### src/rtl/cmp_timer_pkg.sv
package cmp_timer_pkg;
  localparam int CTL_MODE_BIT = 0;
  localparam int CTL_SYNC_BIT = 1;
  localparam int CTL_ICLR_BIT = 2;

  typedef enum logic {
    ADDR_CMP = 1'b0,
    ADDR_CTL = 1'b1
  } reg_addr_e;

  typedef struct packed {
    logic sync_sel;
    logic restart_mode;
  } ctl_t;
endpackage

### src/rtl/cmp_timer_tick.sv
module cmp_timer_tick #(
  parameter int SYNC_STAGES = 1
) (
  input  logic clk,
  input  logic rst,
  input  logic tick_in,
  input  logic sync_sel,
  output logic tick_eff
);
  logic tick_late;

  generate
    if (SYNC_STAGES == 1) begin : g_one
      logic stage_q;
      always_ff @(posedge clk) begin
        if (rst) stage_q <= 1'b0;
        else     stage_q <= tick_in;
      end
      assign tick_late = stage_q;
    end else begin : g_many
      logic [SYNC_STAGES-1:0] shift_q;
      always_ff @(posedge clk) begin
        if (rst) shift_q <= '0;
        else     shift_q <= {shift_q[SYNC_STAGES-2:0], tick_in};
      end
      assign tick_late = shift_q[SYNC_STAGES-1];
    end
  endgenerate

  assign tick_eff = sync_sel ? tick_late : tick_in;
endmodule

### src/rtl/cmp_timer_regs.sv
module cmp_timer_regs
  import cmp_timer_pkg::*;
#(
  parameter int W = 8
) (
  input  logic         clk,
  input  logic         rst,
  input  logic         wr_en,
  input  logic         wr_addr,
  input  logic [W-1:0] wr_data,
  output logic [W-1:0] cmp_q,
  output ctl_t         ctl_q,
  output logic         cmp_wr,
  output logic         irq_clr
);
  logic ctl_wr;

  assign cmp_wr  = wr_en && (wr_addr == ADDR_CMP);
  assign ctl_wr  = wr_en && (wr_addr == ADDR_CTL);
  assign irq_clr = ctl_wr && wr_data[CTL_ICLR_BIT];

  always_ff @(posedge clk) begin
    if (rst) begin
      cmp_q <= '0;
      ctl_q <= '0;
    end else begin
      if (cmp_wr) cmp_q <= wr_data;
      if (ctl_wr) begin
        ctl_q.restart_mode <= wr_data[CTL_MODE_BIT];
        ctl_q.sync_sel     <= wr_data[CTL_SYNC_BIT];
      end
    end
  end
endmodule

### src/rtl/cmp_timer_core.sv
module cmp_timer_core #(
  parameter int W = 8
) (
  input  logic         clk,
  input  logic         rst,
  input  logic         tick,
  input  logic         cmp_wr,
  input  logic         restart_mode,
  input  logic [W-1:0] cmp_q,
  output logic [W-1:0] count_q,
  output logic         match_evt
);
  logic         armed;
  logic [W-1:0] count_d;

  // The equality seen now is only acted on at the next count pulse.
  assign armed     = restart_mode && (count_q == cmp_q);
  assign match_evt = tick && armed;

  always_comb begin
    count_d = count_q;
    if (tick) count_d = armed ? '0 : count_q + 1'b1;
    if (cmp_wr && !restart_mode) count_d = '0;
  end

  always_ff @(posedge clk) begin
    if (rst) count_q <= '0;
    else     count_q <= count_d;
  end
endmodule

### src/rtl/cmp_timer_irq.sv
module cmp_timer_irq (
  input  logic clk,
  input  logic rst,
  input  logic set_i,
  input  logic clr_i,
  output logic irq_q
);
  always_ff @(posedge clk) begin
    if (rst)        irq_q <= 1'b0;
    else if (set_i) irq_q <= 1'b1;
    else if (clr_i) irq_q <= 1'b0;
  end
endmodule

### src/rtl/cmp_timer.sv
module cmp_timer
  import cmp_timer_pkg::*;
#(
  parameter int W           = 8,
  parameter int SYNC_STAGES = 1
) (
  input  logic         clk,
  input  logic         rst,
  input  logic         tick_in,
  input  logic         wr_en,
  input  logic         wr_addr,
  input  logic [W-1:0] wr_data,
  output logic [W-1:0] count_o,
  output logic         irq_o
);
  ctl_t         ctl_q;
  logic [W-1:0] cmp_q;
  logic         cmp_wr;
  logic         irq_clr;
  logic         tick_eff;
  logic         match_evt;
  logic         restart_mode;

  assign restart_mode = ctl_q.restart_mode;

  cmp_timer_regs #(.W(W)) u_regs (
    .clk(clk), .rst(rst), .wr_en(wr_en), .wr_addr(wr_addr), .wr_data(wr_data),
    .cmp_q(cmp_q), .ctl_q(ctl_q), .cmp_wr(cmp_wr), .irq_clr(irq_clr)
  );

  cmp_timer_tick #(.SYNC_STAGES(SYNC_STAGES)) u_tick (
    .clk(clk), .rst(rst), .tick_in(tick_in), .sync_sel(ctl_q.sync_sel),
    .tick_eff(tick_eff)
  );

  cmp_timer_core #(.W(W)) u_core (
    .clk(clk), .rst(rst), .tick(tick_eff), .cmp_wr(cmp_wr),
    .restart_mode(restart_mode), .cmp_q(cmp_q),
    .count_q(count_o), .match_evt(match_evt)
  );

  cmp_timer_irq u_irq (
    .clk(clk), .rst(rst), .set_i(match_evt), .clr_i(irq_clr), .irq_q(irq_o)
  );
endmodule

### config.mk
export PLATFORM = sky130hd
export DESIGN_NAME = cmp_timer
export DESIGN_NICKNAME = d
export VERILOG_FILES = /design/src/rtl/cmp_timer_pkg.sv /design/src/rtl/cmp_timer_tick.sv /design/src/rtl/cmp_timer_regs.sv /design/src/rtl/cmp_timer_core.sv /design/src/rtl/cmp_timer_irq.sv /design/src/rtl/cmp_timer.sv
export SDC_FILE = /design/constraint.sdc
export NUM_CORES = 1
export LEC_CHECK = 0
export BUFFER_PORTS_ARGS = -buffer_cell sky130_fd_sc_hd__buf_2
export CELL_PAD_IN_SITES_DETAIL_PLACEMENT = 0
export CELL_PAD_IN_SITES_GLOBAL_PLACEMENT = 1
export CORE_MARGIN = 1.5
export CORE_UTILIZATION = 40
export DETAILED_ROUTE_END_ITERATION = 8
export GPL_TIMING_DRIVEN = 0
export PLACE_DENSITY = 0.9
export SETUP_SLACK_MARGIN = 0.05
export SLEW_MARGIN = 20
export SYNTH_ARGS = -nofsm -noshare
export SYNTH_HDL_FRONTEND = slang
export SYNTH_SLANG_ARGS = --single-unit
### constraint.sdc
create_clock -name clk -period 4.8 [get_ports clk]
set_clock_uncertainty 0.15 [all_clocks]
set_input_delay 0.48 -clock clk [delete_from_list [all_inputs] [get_ports clk]]
set_output_delay 0.48 -clock clk [all_outputs]
set_load 0.01 [all_outputs]
# [After elaboration in Yosys (flattened, before gate mapping)]
# Cells that the tools add are included.
[classes] n_addsub=1 eq_ne=1 muxes=4 n_bitwise=1 reduce_logical=9
[ops] operator="$add 8x1->8 const B" n=1
[ops] operator="$eq 8x8->1" n=1
[ops] operator="$mux 8" n=1
[ops] operator="$logic_and 1x1->1" n=6
[ops] operator="$mux 1" n=3
[ops] operator="$reduce_bool 2->1" n=1
[ops] operator="$reduce_or 2->1" n=1
[ops] operator="$logic_not 1->1" n=1
[ops] operator="$not 1->1" n=1
[totals] regBits=20 in_bits=13 out_inout_bits=9 word_cells=22

# [Logic depth before layout (Yosys ltp)]
# Gate-level depths: netlist (run 1).
[depth] ltp_word=4 mapped_depth=4 ltp_nobuf=4

# [Hierarchy]
# Synthesis (run 1) repeated with hierarchy kept, for this count alone.
[unflattened] hier_cells=100 hier_area_um2=970.9
[modules_own_cells] mod="cmp_timer_core" instances=1 cells_per_inst=50 area_each_um2=450.4 seq_area_each_um2=160.2
[modules_own_cells] mod="cmp_timer_regs" instances=1 cells_per_inst=43 area_each_um2=440.4 seq_area_each_um2=200.2
[modules_own_cells] mod="cmp_timer_tick" instances=1 cells_per_inst=3 area_each_um2=41.3 seq_area_each_um2=20.0
[modules_own_cells] mod="cmp_timer_irq" instances=1 cells_per_inst=4 area_each_um2=38.8 seq_area_each_um2=20.0

# [Worst setup path after synthesis (run 1)]
# Ideal clock, no wire load.
[synth_timing] kind="flip-flop to flip-flop" from="reg u_core.count_q[0]" to="reg u_core.count_q[6]" setup_time_ns=0.080 arrival_time_ns=1.353 t_required_ns=4.570 setup_slack_ns=3.217 path_stages_with_launch=5 n_path_buf=0 synth_period_minus_slack_ns=1.583 cell_sequence="dfxtp_1 ha_1 nand4_4 or3_1 a211oi_2"
[synth_between] elab_chain_cells=3 word_cells_on_any_way=4 classes_between="add/sub: 1; eq/ne: 1; mux: 1; reduce/logical: 1"
[synth_lines] item="start: declaration" line_no="cmp_timer_core.sv:10" text="output logic [W-1:0] count_q,"
[synth_lines] item="start signal: assignment" line_no="cmp_timer_core.sv:28" text="else count_q <= count_d;"
[synth_lines] item="parallel branches: the longest is 2 deep, another holds $add 8x1->8"
[synth_lines] item="$mux 8 *" line_no="cmp_timer_core.sv:22" text="if (tick) count_d = armed ? '0 : count_q + 1'b1;"
# Every way passes the cells marked *.
# A chain may end at the register's enable or synchronous reset.

# [Final worst setup path (run 1)]
[layout_timing] from="reg u_core.count_q[2]" to="reg u_irq.irq_q"
[layout_between] elab_chain_cells=4 word_cells_on_any_way=5 classes_between="eq/ne: 1; mux: 1; reduce/logical: 3"
[layout_lines] item="$eq 8x8->1 *" line_no="cmp_timer_core.sv:17" text="assign armed = restart_mode && (count_q == cmp_q);"
[layout_lines] item="$logic_and 1x1->1 *" line_no="cmp_timer_core.sv:17"
[layout_lines] item="$logic_and 1x1->1 *" line_no="cmp_timer_core.sv:18" text="assign match_evt = tick && armed;"
[layout_lines] item="$mux 1 / $reduce_bool 2->1 (equally long branches)"
[layout_lines] item="end signal: assignment" line_no="cmp_timer_irq.sv:9" text="if (rst) irq_q <= 1'b0;"
[layout_lines] item="end signal: assignment" line_no="cmp_timer_irq.sv:10" text="else if (set_i) irq_q <= 1'b1;"
[layout_lines] item="end signal: assignment" line_no="cmp_timer_irq.sv:11" text="else if (clr_i) irq_q <= 1'b0;"
[layout_lines] item="end: declaration" line_no="cmp_timer_irq.sv:6" text="output logic irq_q"
# Every way passes the cells marked *; elsewhere a longest branch is shown, timed or not.

==> results of run 1 <==
where the power goes:
group	leakage [uW]	switching (uW)	internal (uW)	total (uW)
sequential	0.000163	5.73	172	178
clock	0.0000210	47.1	46.2	93.3
combinational	0.000233	17.7	16.1	33.8
total	0.000416	70.5	234	305
final timing paths:
kind	cells after the start	endpoint	slack [ps]	from
max	4	u_irq.irq_q	3020	u_core.count_q[2]
min	2	u_tick.g_one.stage_q	220	rst
max reg2reg	4	u_irq.irq_q	3020	u_core.count_q[2]
min reg2reg	2	u_regs.cmp_q[2]	330	u_regs.cmp_q[2]
stage by stage:
step                instance area [um^2]  hold slack [ps]
finish                              1080              220
global route                        1080              201
CTS                                 1080              212
detailed placement                  1040              312
global placement                    1040              310
floorplan                            903              299
cell families (layout without fill, tap and decap cells):
logic type,count (synthesis),after routing,synth area share
flops,20,20,0.443
compound gates,17,17,0.119
simple gates,43,43,0.238
mux,3,3,0.0388
buf+inv,5,30,0.0208
fa+ha+maj,1,1,0.0138
xor+xnor,13,13,0.126
sequential cells by signal (all words and copies together) (netlist names):
register and cells:
u_tick.g_one.stage_q 1, u_regs.cmp_q 8, u_core.count_q 8, u_irq.irq_q 1, u_regs.ctl_q 2
layout make-up:
class | instances | area [um^2] | area share
buffer | 3 | 11.3 | 0.0104
clock buffer | 4 | 36.3 | 0.0336
inverter | 2 | 7.51 | 0.00695
multi-input combinational | 77 | 484 | 0.448
sequential | 20 | 400 | 0.371
tap | 28 | 35.0 | 0.0324
timing repair buffer | 21 | 105 | 0.0973
worst max-delay path, cell delays in order (launching register included):
cell     delay, ps
dfxtp_1        490
xnor2_1        160
nand4_1        130
nor3_2         570
o21ba_2        240
cells in the final DEF, fill, tap and decap left out, drive strengths merged, types with 3 or more instances in the layout:
cell type   n
xnor2      11
nand3       3
buf        22
nor3        8
a21oi      10
dfxtp      20
nand2      23
clkbuf      6
nand4       4
routing by layer:
metal  part of all wire  vias up
met5                  0        -
li1                   -      399
met4             0.0059        0
met3              0.043        2
met1               0.46      363
met2               0.49       16
==> out/results.tsv, run 1 <==
stage	metric	value	unit
placed_design	place_hpwl	1340	um
worst_setup_path	cp-end-kind	flop	
power	ir_drop	0.207	mV
global_routing	grt_max_degree	12	
cts	cts_tree	built	
flow_run	cap_violations	0	
timing	setup_ws	3020	ps
worst_setup_path	path_max_fanout	9	
cts	cts_resized	0	
detailed_routing	drtAntennaViolNets	0	
worst_setup_path	arrival	1870	ps
cells_and_area	area_delta_synth_final	19.5	%
synth	syn_area_per_cell	8.86	um^2
power	p_per_area	282	mW/mm^2
floorplan	die_w	50.5	um
cells_and_area	drive_gt1_frac	0.244	
synth	synth_cell_type_count	27	
global_routing	grt_pass1_vias	699	
synth	yosys.area.top_type	dfxtp_1	
synth	synth_edf_count	0	
global_routing	grt_pass1_wl	2930	um
detailed_routing	wl_per_cell	10.9	um
cts	clk_latency	290	ps
global_routing	grt_use_met2	0.265	
cells_and_area	nFillCells	231	
synth	synthMostInstantiatedCell	nand2_1	
cts	cts_max_level	1	
cts	cts_hold_buf	0	
floorplan	dieArea	0.00255	mm^2
global_routing	grtUsageTotal	0.152	
synth	ys_warn_count	0	
timing	rsz0062_at_grt	no	
worst_setup_path	crit_type	flop to flop	
global_routing	antenna_found_initial	0	
placed_design	gp_congestion	0.835	
timing	setup_violations	0	
global_routing	top_usage_layer	met2	
synth	synth_ff_type	dfxtp_1	
timing	period_needed	1780	ps
global_routing	grtUsageMet1	0.180	
synth	synth_area	903	um^2
cells_and_area	finalNetCount	142	
floorplan	ioPinCount	22	
cts	cts-buffers-inserted	3	
detailed_routing	drt_iter0_markers	4	
synth	yosys.area.top_type_share	0.443	
synth	synth_seq_cells	20	
placed_design	port_buffers	21	
power	leakagePower	0.000416	uW
synth	synthTopCellsByArea	dfxtp_1 44%, xnor2_1 11%, nand2_1 9.6%	
status	status	finished, final reports clean	
detailed_routing	via_per_inst	5.03	
detailed_routing	num_vias	780	
synth	synth-async-reset-ratio	0	
detailed_routing	post-route-drc-count	0	
synth	synth_common_cells	23 x nand2_1, 20 x dfxtp_1, 11 x xnor2_1	
cts	clkTransAtPathRegs	100	ps
placed_design	dp_cells	151	
cts	cts_sinks	20	
timing	final_max_slew_viol_count	0	
placed_design	place_ws	2870	ps
floorplan	start_util	0.416	
floorplan	core_region_area	0.00217	mm^2
timing	fmax	562	MHz
cts	cts_buffer_depth	2	
cts	cts_setup_buffers	0	
power	p_total	305	uW
cells_and_area	utilization	0.498	
synth	syn_nets	116	
worst_setup_path	crit_required	4890	ps
timing	hold_violations	0	
timing	period_share	0.370	
detailed_routing	drt_first_pass_iters	4	
synth	yosysSeqAreaShare	0.443	
worst_setup_path	cp-start-kind	flop	
cts	cts-root-buf	clkbuf_4	
cells_and_area	final_cells	155	
min_path	hp-class	primary input to flop	
detailed_routing	wl	1690	um
global_routing	grt_overflow	0	
timing	fin_setup_tns	0	ps
floorplan	die_h	50.5	um
cells_and_area	antenna_cells	0	
timing	worst_slew_pin_slew	649	ps
timing	slew_headroom	0.566	
floorplan	row_count	17	
global_routing	grt_util_met3	0.0536	
synth	synthesis.instances	102	
Power figures use the tool's default switching activity.
==> run 2: changes to the inputs <==
- CORE_UTILIZATION: 40 -> 34
- PLACE_DENSITY: 0.9 -> 0.83
- clock period: 4.8 -> 1.5 ns (I/O delays scaled with it)
==> run 2 against run 1 <==
Compared with the run above:
- the run now ends with setup timing left
- combinational power grew to 4.6 times the previous value
- via count is 3.8% higher
- sequential power grew to 3.2 times the previous value
- first-iteration DRC count is 130% higher
- cell count is 12% higher
- critical endpoint is now u_core.count_q[2]
- cell area is 22% higher
- largest cell class unchanged
- flip-flop and latch count stayed put
- routed wire length is 15% higher
- clock power grew to 2.7 times the previous value
- core utilization is 3.1 points higher
==> out/results.tsv, run 2 (synthesis gave the netlist of run 1 again) <==
stage	metric	value	unit	change
worst_setup_path	r2r-start	u_regs.ctl_q[1]		
power	p_per_area	736	mW/mm^2	+160%
global_routing	grt_overflow	0		unchanged
floorplan	core_region_area	0.00250	mm^2	+15%
detailed_routing	num_vias	810		+3.8%
cells_and_area	area_delta_synth_final	46.4	%	
flow_run	cap_violations	0		unchanged
cts	cts_sinks	20		unchanged
min_path	hold_depth	4		+2
global_routing	grtUsageMet1	0.204		+0.0237
worst_setup_path	arrival	1530	ps	-340 ps
worst_setup_path	path_max_fanout	4		-5
worst_setup_path	path_delay_family	simple AND/OR/NAND/NOR gates		
cells_and_area	utilization	0.529		+0.0313
min_path	hp-class	primary input to flop		
power	leakagePower	0.000495	uW	+19%
min_path	worstHoldStart	wr_addr		
global_routing	grtUsageTotal	0.154		+0.00189
cells_and_area	multi_input_area	552	um^2	+14%
global_routing	grt_pass1_vias	764		+9.3%
placed_design	place_hpwl	1340	um	+0.21%
timing	slew_headroom	0.366		-0.200
cts	clkTransAtPathRegs	110	ps	about the same
timing	hold_ws	42.2	ps	-178 ps
global_routing	grt_pass1_wl	3300	um	+12%
floorplan	row_count	18		+1
timing	hold_violations	0		unchanged
worst_setup_path	path_cells	mux2_4 -> nand4_1 -> nor3_4 -> buf_6 -> nor3_2		
cells_and_area	reg_top3	u_core.count_q x8, u_regs.cmp_q x8, u_regs.ctl_q x2		
worst_setup_path	reg2reg_to	u_core.count_q[2]		
floorplan	die_w	54.5	um	+8.0%
worst_setup_path	path_buf_inv	1		+1
worst_setup_path	r2r_slack	-10	ps	-3030 ps
detailed_routing	via_per_inst	4.68		-7.0%
timing	setup_violations	6		+6
placed_design	gp_congestion	0.720		-14%
cts	clk_latency	300	ps	about the same
worst_setup_path	crit_required	1520	ps	-3370 ps
worst_setup_path	cp-start-kind	flop		
worst_setup_path	cp_slowest_cell	dfxtp_2		
cts	cts_max_level	1		unchanged
timing	rsz0062_at_grt	yes		
cells_and_area	mostFrequentLayoutCells	23 x nand2_1, 21 x buf_2, 12 x dlygate4sd3_1, 12 x dfxtp_1		
min_path	min_to	u_regs.ctl_q[1]		
detailed_routing	post-route-drc-count	0		unchanged
timing	fmax	662	MHz	+18%
floorplan	dieArea	0.00298	mm^2	+17%
cts	cts-root-buf	clkbuf_4		
cells_and_area	antenna_cells	0		unchanged
timing	worst_slew_pin_slew	948	ps	+299 ps
detailed_routing	drt_iter0_markers	9		+5
detailed_routing	drt_first_pass_iters	4		unchanged
worst_setup_path	crit_type	flop to flop		
placed_design	dpl_cell_area	0.00107	mm^2	+2.9%
cells_and_area	layout_commonest_cell	nand2_1		
cells_and_area	nFillCells	223		-3.5%
status	status	finished, violations left		
global_routing	top_usage_layer	met2		
detailed_routing	drtAntennaViolNets	0		unchanged
cells_and_area	finalNetCount	159		+12%
worst_setup_path	r2r.worst_path.cells	5		+1
global_routing	grt_max_degree	11		-1
timing	final_max_slew_viol_count	0		unchanged
detailed_routing	wl_per_cell	11.2	um	+2.8%
floorplan	start_util	0.361		-0.0550
worst_setup_path	cp-end-kind	flop		
cells_and_area	register_area	418	um^2	+4.4%
power	ir_drop	0.581	mV	+180%
status	violations	setup timing		
detailed_routing	wl	1940	um	+15%
worst_setup_path	cp-startpoint	u_regs.ctl_q[1]		
global_routing	grt_use_met2	0.247		-0.0184
cts	cts-buffers-inserted	3		unchanged
timing	period_needed	1510	ps	-268 ps
cts	cts_tree	built		
cells_and_area	final_area	0.00132	mm^2	+22%
placed_design	port_buffers	21		unchanged
timing	setup_ws	-10.3	ps	-3030 ps
global_routing	grt_util_met3	0.0574		+0.00381
floorplan	die_h	54.5	um	+8.0%
worst_setup_path	max_stage_delay	360	ps	-210 ps
cts	cts_buffer_depth	2		unchanged
cells_and_area	drive_gt1_frac	0.364		+0.120
global_routing	antenna_found_initial	0		unchanged
floorplan	ioPinCount	22		unchanged
timing	period_share	1.01		+0.636
==> run 2: cell type report <==
class	count	area share
buffer	3	0.00851
clock buffer	3	0.0170
inverter	2	0.00568
multi-input combinational	77	0.417
sequential	20	0.316
tap	30	0.0284
timing repair buffer	38	0.207
==> run 2: worst max-delay path by stage <==
| stage | end | slack, ps | depth (start not counted) |
|---|---|---|---|
| floorplan | u_core.count_q[6] | 30 | 4 |
| global placement | u_core.count_q[3] | -100 | 5 |
| detailed placement | u_core.count_q[7] | -150 | 5 |
| CTS | u_irq.irq_q | 50 | 5 |
| global route | u_core.count_q[4] | -110 | 5 |
| finish | u_core.count_q[2] | -10 | 5 |
==> run 2: per-layer routing <==
layer | vias to the layer above | wire (um)
li1 | 434 | -
met4 | 0 | 0
met3 | 0 | 87
met1 | 356 | 960
met5 | - | 0
met2 | 20 | 894
==> run 2: power by group <==
part | internal (uW) | switching (uW)
sequential | 546 | 20.4
combinational | 85.1 | 71.4
clock | 93.6 | 157
total | 725 | 249
==> run 2: metrics by stage <==
stage,total power (uW),setup WS (ps),cells,TNS (ps)
finish,974,-10.3,173,-38.7
global route,1030,-107,173,-906
CTS,976,45.1,171,0
detailed placement,698,-151,153,-1150
global placement,696,-97.2,153,-771
floorplan,656,32.3,102,0
==> run 2: repair_timing <==
| item | in CTS | in global routing |
|---|---|---|
| gates cloned | 0 | 0 |
| endpoints found under the setup margin | 9 | 9 |
| buffers inserted | 3 | 2 |
| pin swaps | 7 | 7 |
| endpoints found under the hold margin | 12 | 0 |
| gates resized for setup | 13 | 6 |
| hold buffers | 12 | 0 |
==> run 2: tightest hold or removal path: stages <==
cell and delay (ps):
buf_2 110, nand2_1 70, nand2_1 70, a21oi_1 50
==> run 3: changes to the inputs <==
- CORE_UTILIZATION: 34 -> 37
- PLACE_DENSITY: 0.83 -> 0.85
- SLEW_MARGIN: 20 -> unset
- clock period: 1.5 -> 1.4 ns (I/O delays scaled with it)
==> run 3 against run 2 <==
Compared with the run above:
- the run still ends with setup timing left
- critical endpoint is now u_core.count_q[4]
- largest power group unchanged
- critical path depth unchanged
- register-to-register slack got worse by 90 ps
- non-clock buffer count decreased by 1
==> out/results.tsv, run 3 (synthesis gave the netlist of run 1 again) <==
stage	metric	value	unit	change
status	status	finished, violations left		
status	violations	setup timing		
detailed_routing	wl_per_cell	11.8	um	+5.2%
cells_and_area	register_area	427	um^2	+2.1%
worst_setup_path	r2r.worst_path.cells	5		unchanged
timing	period_needed	1500	ps	-14.2 ps
worst_setup_path	cp-end-kind	flop		
cts	cts-root-buf	clkbuf_4		
flow_run	cap_violations	0		unchanged
cells_and_area	final_cells	171		-1.2%
detailed_routing	post-route-drc-count	0		unchanged
floorplan	core_region_area	0.00225	mm^2	-9.8%
detailed_routing	wl	2020	um	+4.0%
placed_design	dp_cells	151		-1.3%
detailed_routing	drt_first_pass_iters	3		-1
detailed_routing	via_per_inst	4.82		+2.9%
floorplan	start_util	0.401		+0.0393
detailed_routing	num_vias	824		+1.7%
global_routing	grt_pass1_wl	3370	um	+2.1%
placed_design	place_hpwl	1420	um	+5.9%
cts	clkTransAtPathRegs	120	ps	about the same
placed_design	port_buffers	21		unchanged
worst_setup_path	crit_type	flop to flop		
cts	cts_max_level	1		unchanged
worst_setup_path	cp-startpoint	u_regs.ctl_q[1]		
timing	setup_violations	9		+3
placed_design	gp_congestion	0.734		+2.0%
worst_setup_path	arrival	1530	ps	about the same
min_path	hp-class	primary input to flop		
timing	hold_ws	29.7	ps	-12.5 ps
power	leakagePower	0.000508	uW	+2.6%
min_path	min_to	u_regs.ctl_q[1]		
cells_and_area	antenna_cells	0		unchanged
floorplan	ioPinCount	22		unchanged
cells_and_area	reg_top3	u_core.count_q x8, u_regs.cmp_q x8, u_regs.ctl_q x2		
cells_and_area	mostFrequentLayoutCells	23 x nand2_1, 21 x buf_2, 12 x dlygate4sd3_1		
detailed_routing	drt_iter0_markers	9		unchanged
cells_and_area	multi_input_area	569	um^2	+3.2%
worst_setup_path	cp-start-kind	flop		
floorplan	row_count	17		-1
detailed_routing	drtAntennaViolNets	0		unchanged
cells_and_area	nFillCells	211		-5.4%
global_routing	grt_pass1_vias	761		-0.39%
power	p_per_area	871	mW/mm^2	+18%
cells_and_area	drive_gt1_frac	0.385		+0.0210
timing	hold_violations	0		unchanged
cts	clk_latency	300	ps	about the same
worst_setup_path	reg2reg_to	u_core.count_q[4]		
cells_and_area	finalNetCount	158		-0.63%
cts	cts_tree	built		
worst_setup_path	r2r_slack	-100	ps	-90 ps
floorplan	die_w	52.4	um	-3.9%
cts	cts_sinks	20		unchanged
min_path	hold_depth	4		unchanged
timing	rsz0062_at_grt	yes		
timing	final_max_slew_viol_count	0		unchanged
worst_setup_path	r2r-start	u_regs.ctl_q[1]		
timing	fmax	668	MHz	+0.95%
global_routing	antenna_found_initial	0		unchanged
global_routing	grtUsageTotal	0.164		+0.0108
timing	worst_slew_pin_slew	580	ps	-368 ps
worst_setup_path	path_max_fanout	7		+3
timing	slew_headroom	0.613		+0.246
cells_and_area	layout_commonest_cell	nand2_1		
global_routing	grt_max_degree	13		+2
global_routing	grt_overflow	0		unchanged
power	ir_drop	0.492	mV	-15%
cts	cts_buffer_depth	2		unchanged
timing	setup_ws	-96.1	ps	-85.8 ps
cts	cts-buffers-inserted	3		unchanged
floorplan	die_h	52.4	um	-3.9%
worst_setup_path	crit_required	1440	ps	-80 ps
cells_and_area	area_delta_synth_final	50.6	%	
min_path	worstHoldStart	wr_addr		
floorplan	dieArea	0.00275	mm^2	-7.7%
timing	period_share	1.07		+0.0618
==> run 3: cell types whose count changed in the layout (fill, tap and decap cells not counted), sizes merged <==
cell	change
buf	-1
clkbuf	+1
==> run 3: what timing repair did <==
action,4_1_cts,5_1_grt
hold buffers,12,0
gates cloned,0,0
resized for setup,11,6
setup buffers,4,0
pin swaps,4,6
endpoints found under the hold margin,12,0
setup endpoints to repair,9,9
==> run 3: worst max-delay path by stage <==
stage / to / slack [ps] / cells past startpoint
2_1_floorplan: u_core.count_q[6] / 50 / 4
3_3_place_gp: u_core.count_q[5] / -190 / 5
3_5_place_dp: u_core.count_q[0] / -210 / 5
4_1_cts: u_core.count_q[6] / -50 / 5
5_1_grt: u_core.count_q[4] / -150 / 5
6_report: u_core.count_q[4] / -100 / 5
==> run 3: layout make-up <==
| type | instances | share of cell area |
|---|---|---|
| buffer | 3 | 0.00828 |
| clock buffer | 4 | 0.0350 |
| inverter | 2 | 0.00552 |
| multi-input combinational | 77 | 0.419 |
| sequential | 20 | 0.314 |
| tap | 28 | 0.0258 |
| timing repair buffer | 37 | 0.193 |
==> run 3: per-layer routing <==
layer	vias up	GRT usage	share of wire
li1	436	-	-
met4	0	0.0641	0
met3	0	0.0314	0.033
met5	-	0	0
met2	16	0.258	0.47
met1	372	0.221	0.49
==> run 3: report_power, final <==
group | switching [uW] | internal, uW
logic | 80.2 | 93.6
clock network | 188 | 218
registers | 23.5 | 582
total | 292 | 893
==> run 3: critical path, cell delays in order (launching register included) <==
cell	delay, ps
dfxtp_2	360
mux2_4	240
nand4_1	150
nor3_4	250
buf_6	180
nor3_2	50
==> run 3: metrics by stage <==
step | area, um^2 | total power [uW] | utilization | setup slack (ps) | setup TNS, ps
finish | 1360 | 1180 | 0.603 | -96.1 | -735
global route | 1360 | 1240 | 0.603 | -152 | -1210
CTS | 1330 | 1190 | 0.590 | -47.0 | -334
detailed placement | 1080 | 748 | 0.481 | -212 | -1690
global placement | 1080 | 742 | 0.481 | -187 | -1480
floorplan | 945 | 700 | - | 51.4 | 0
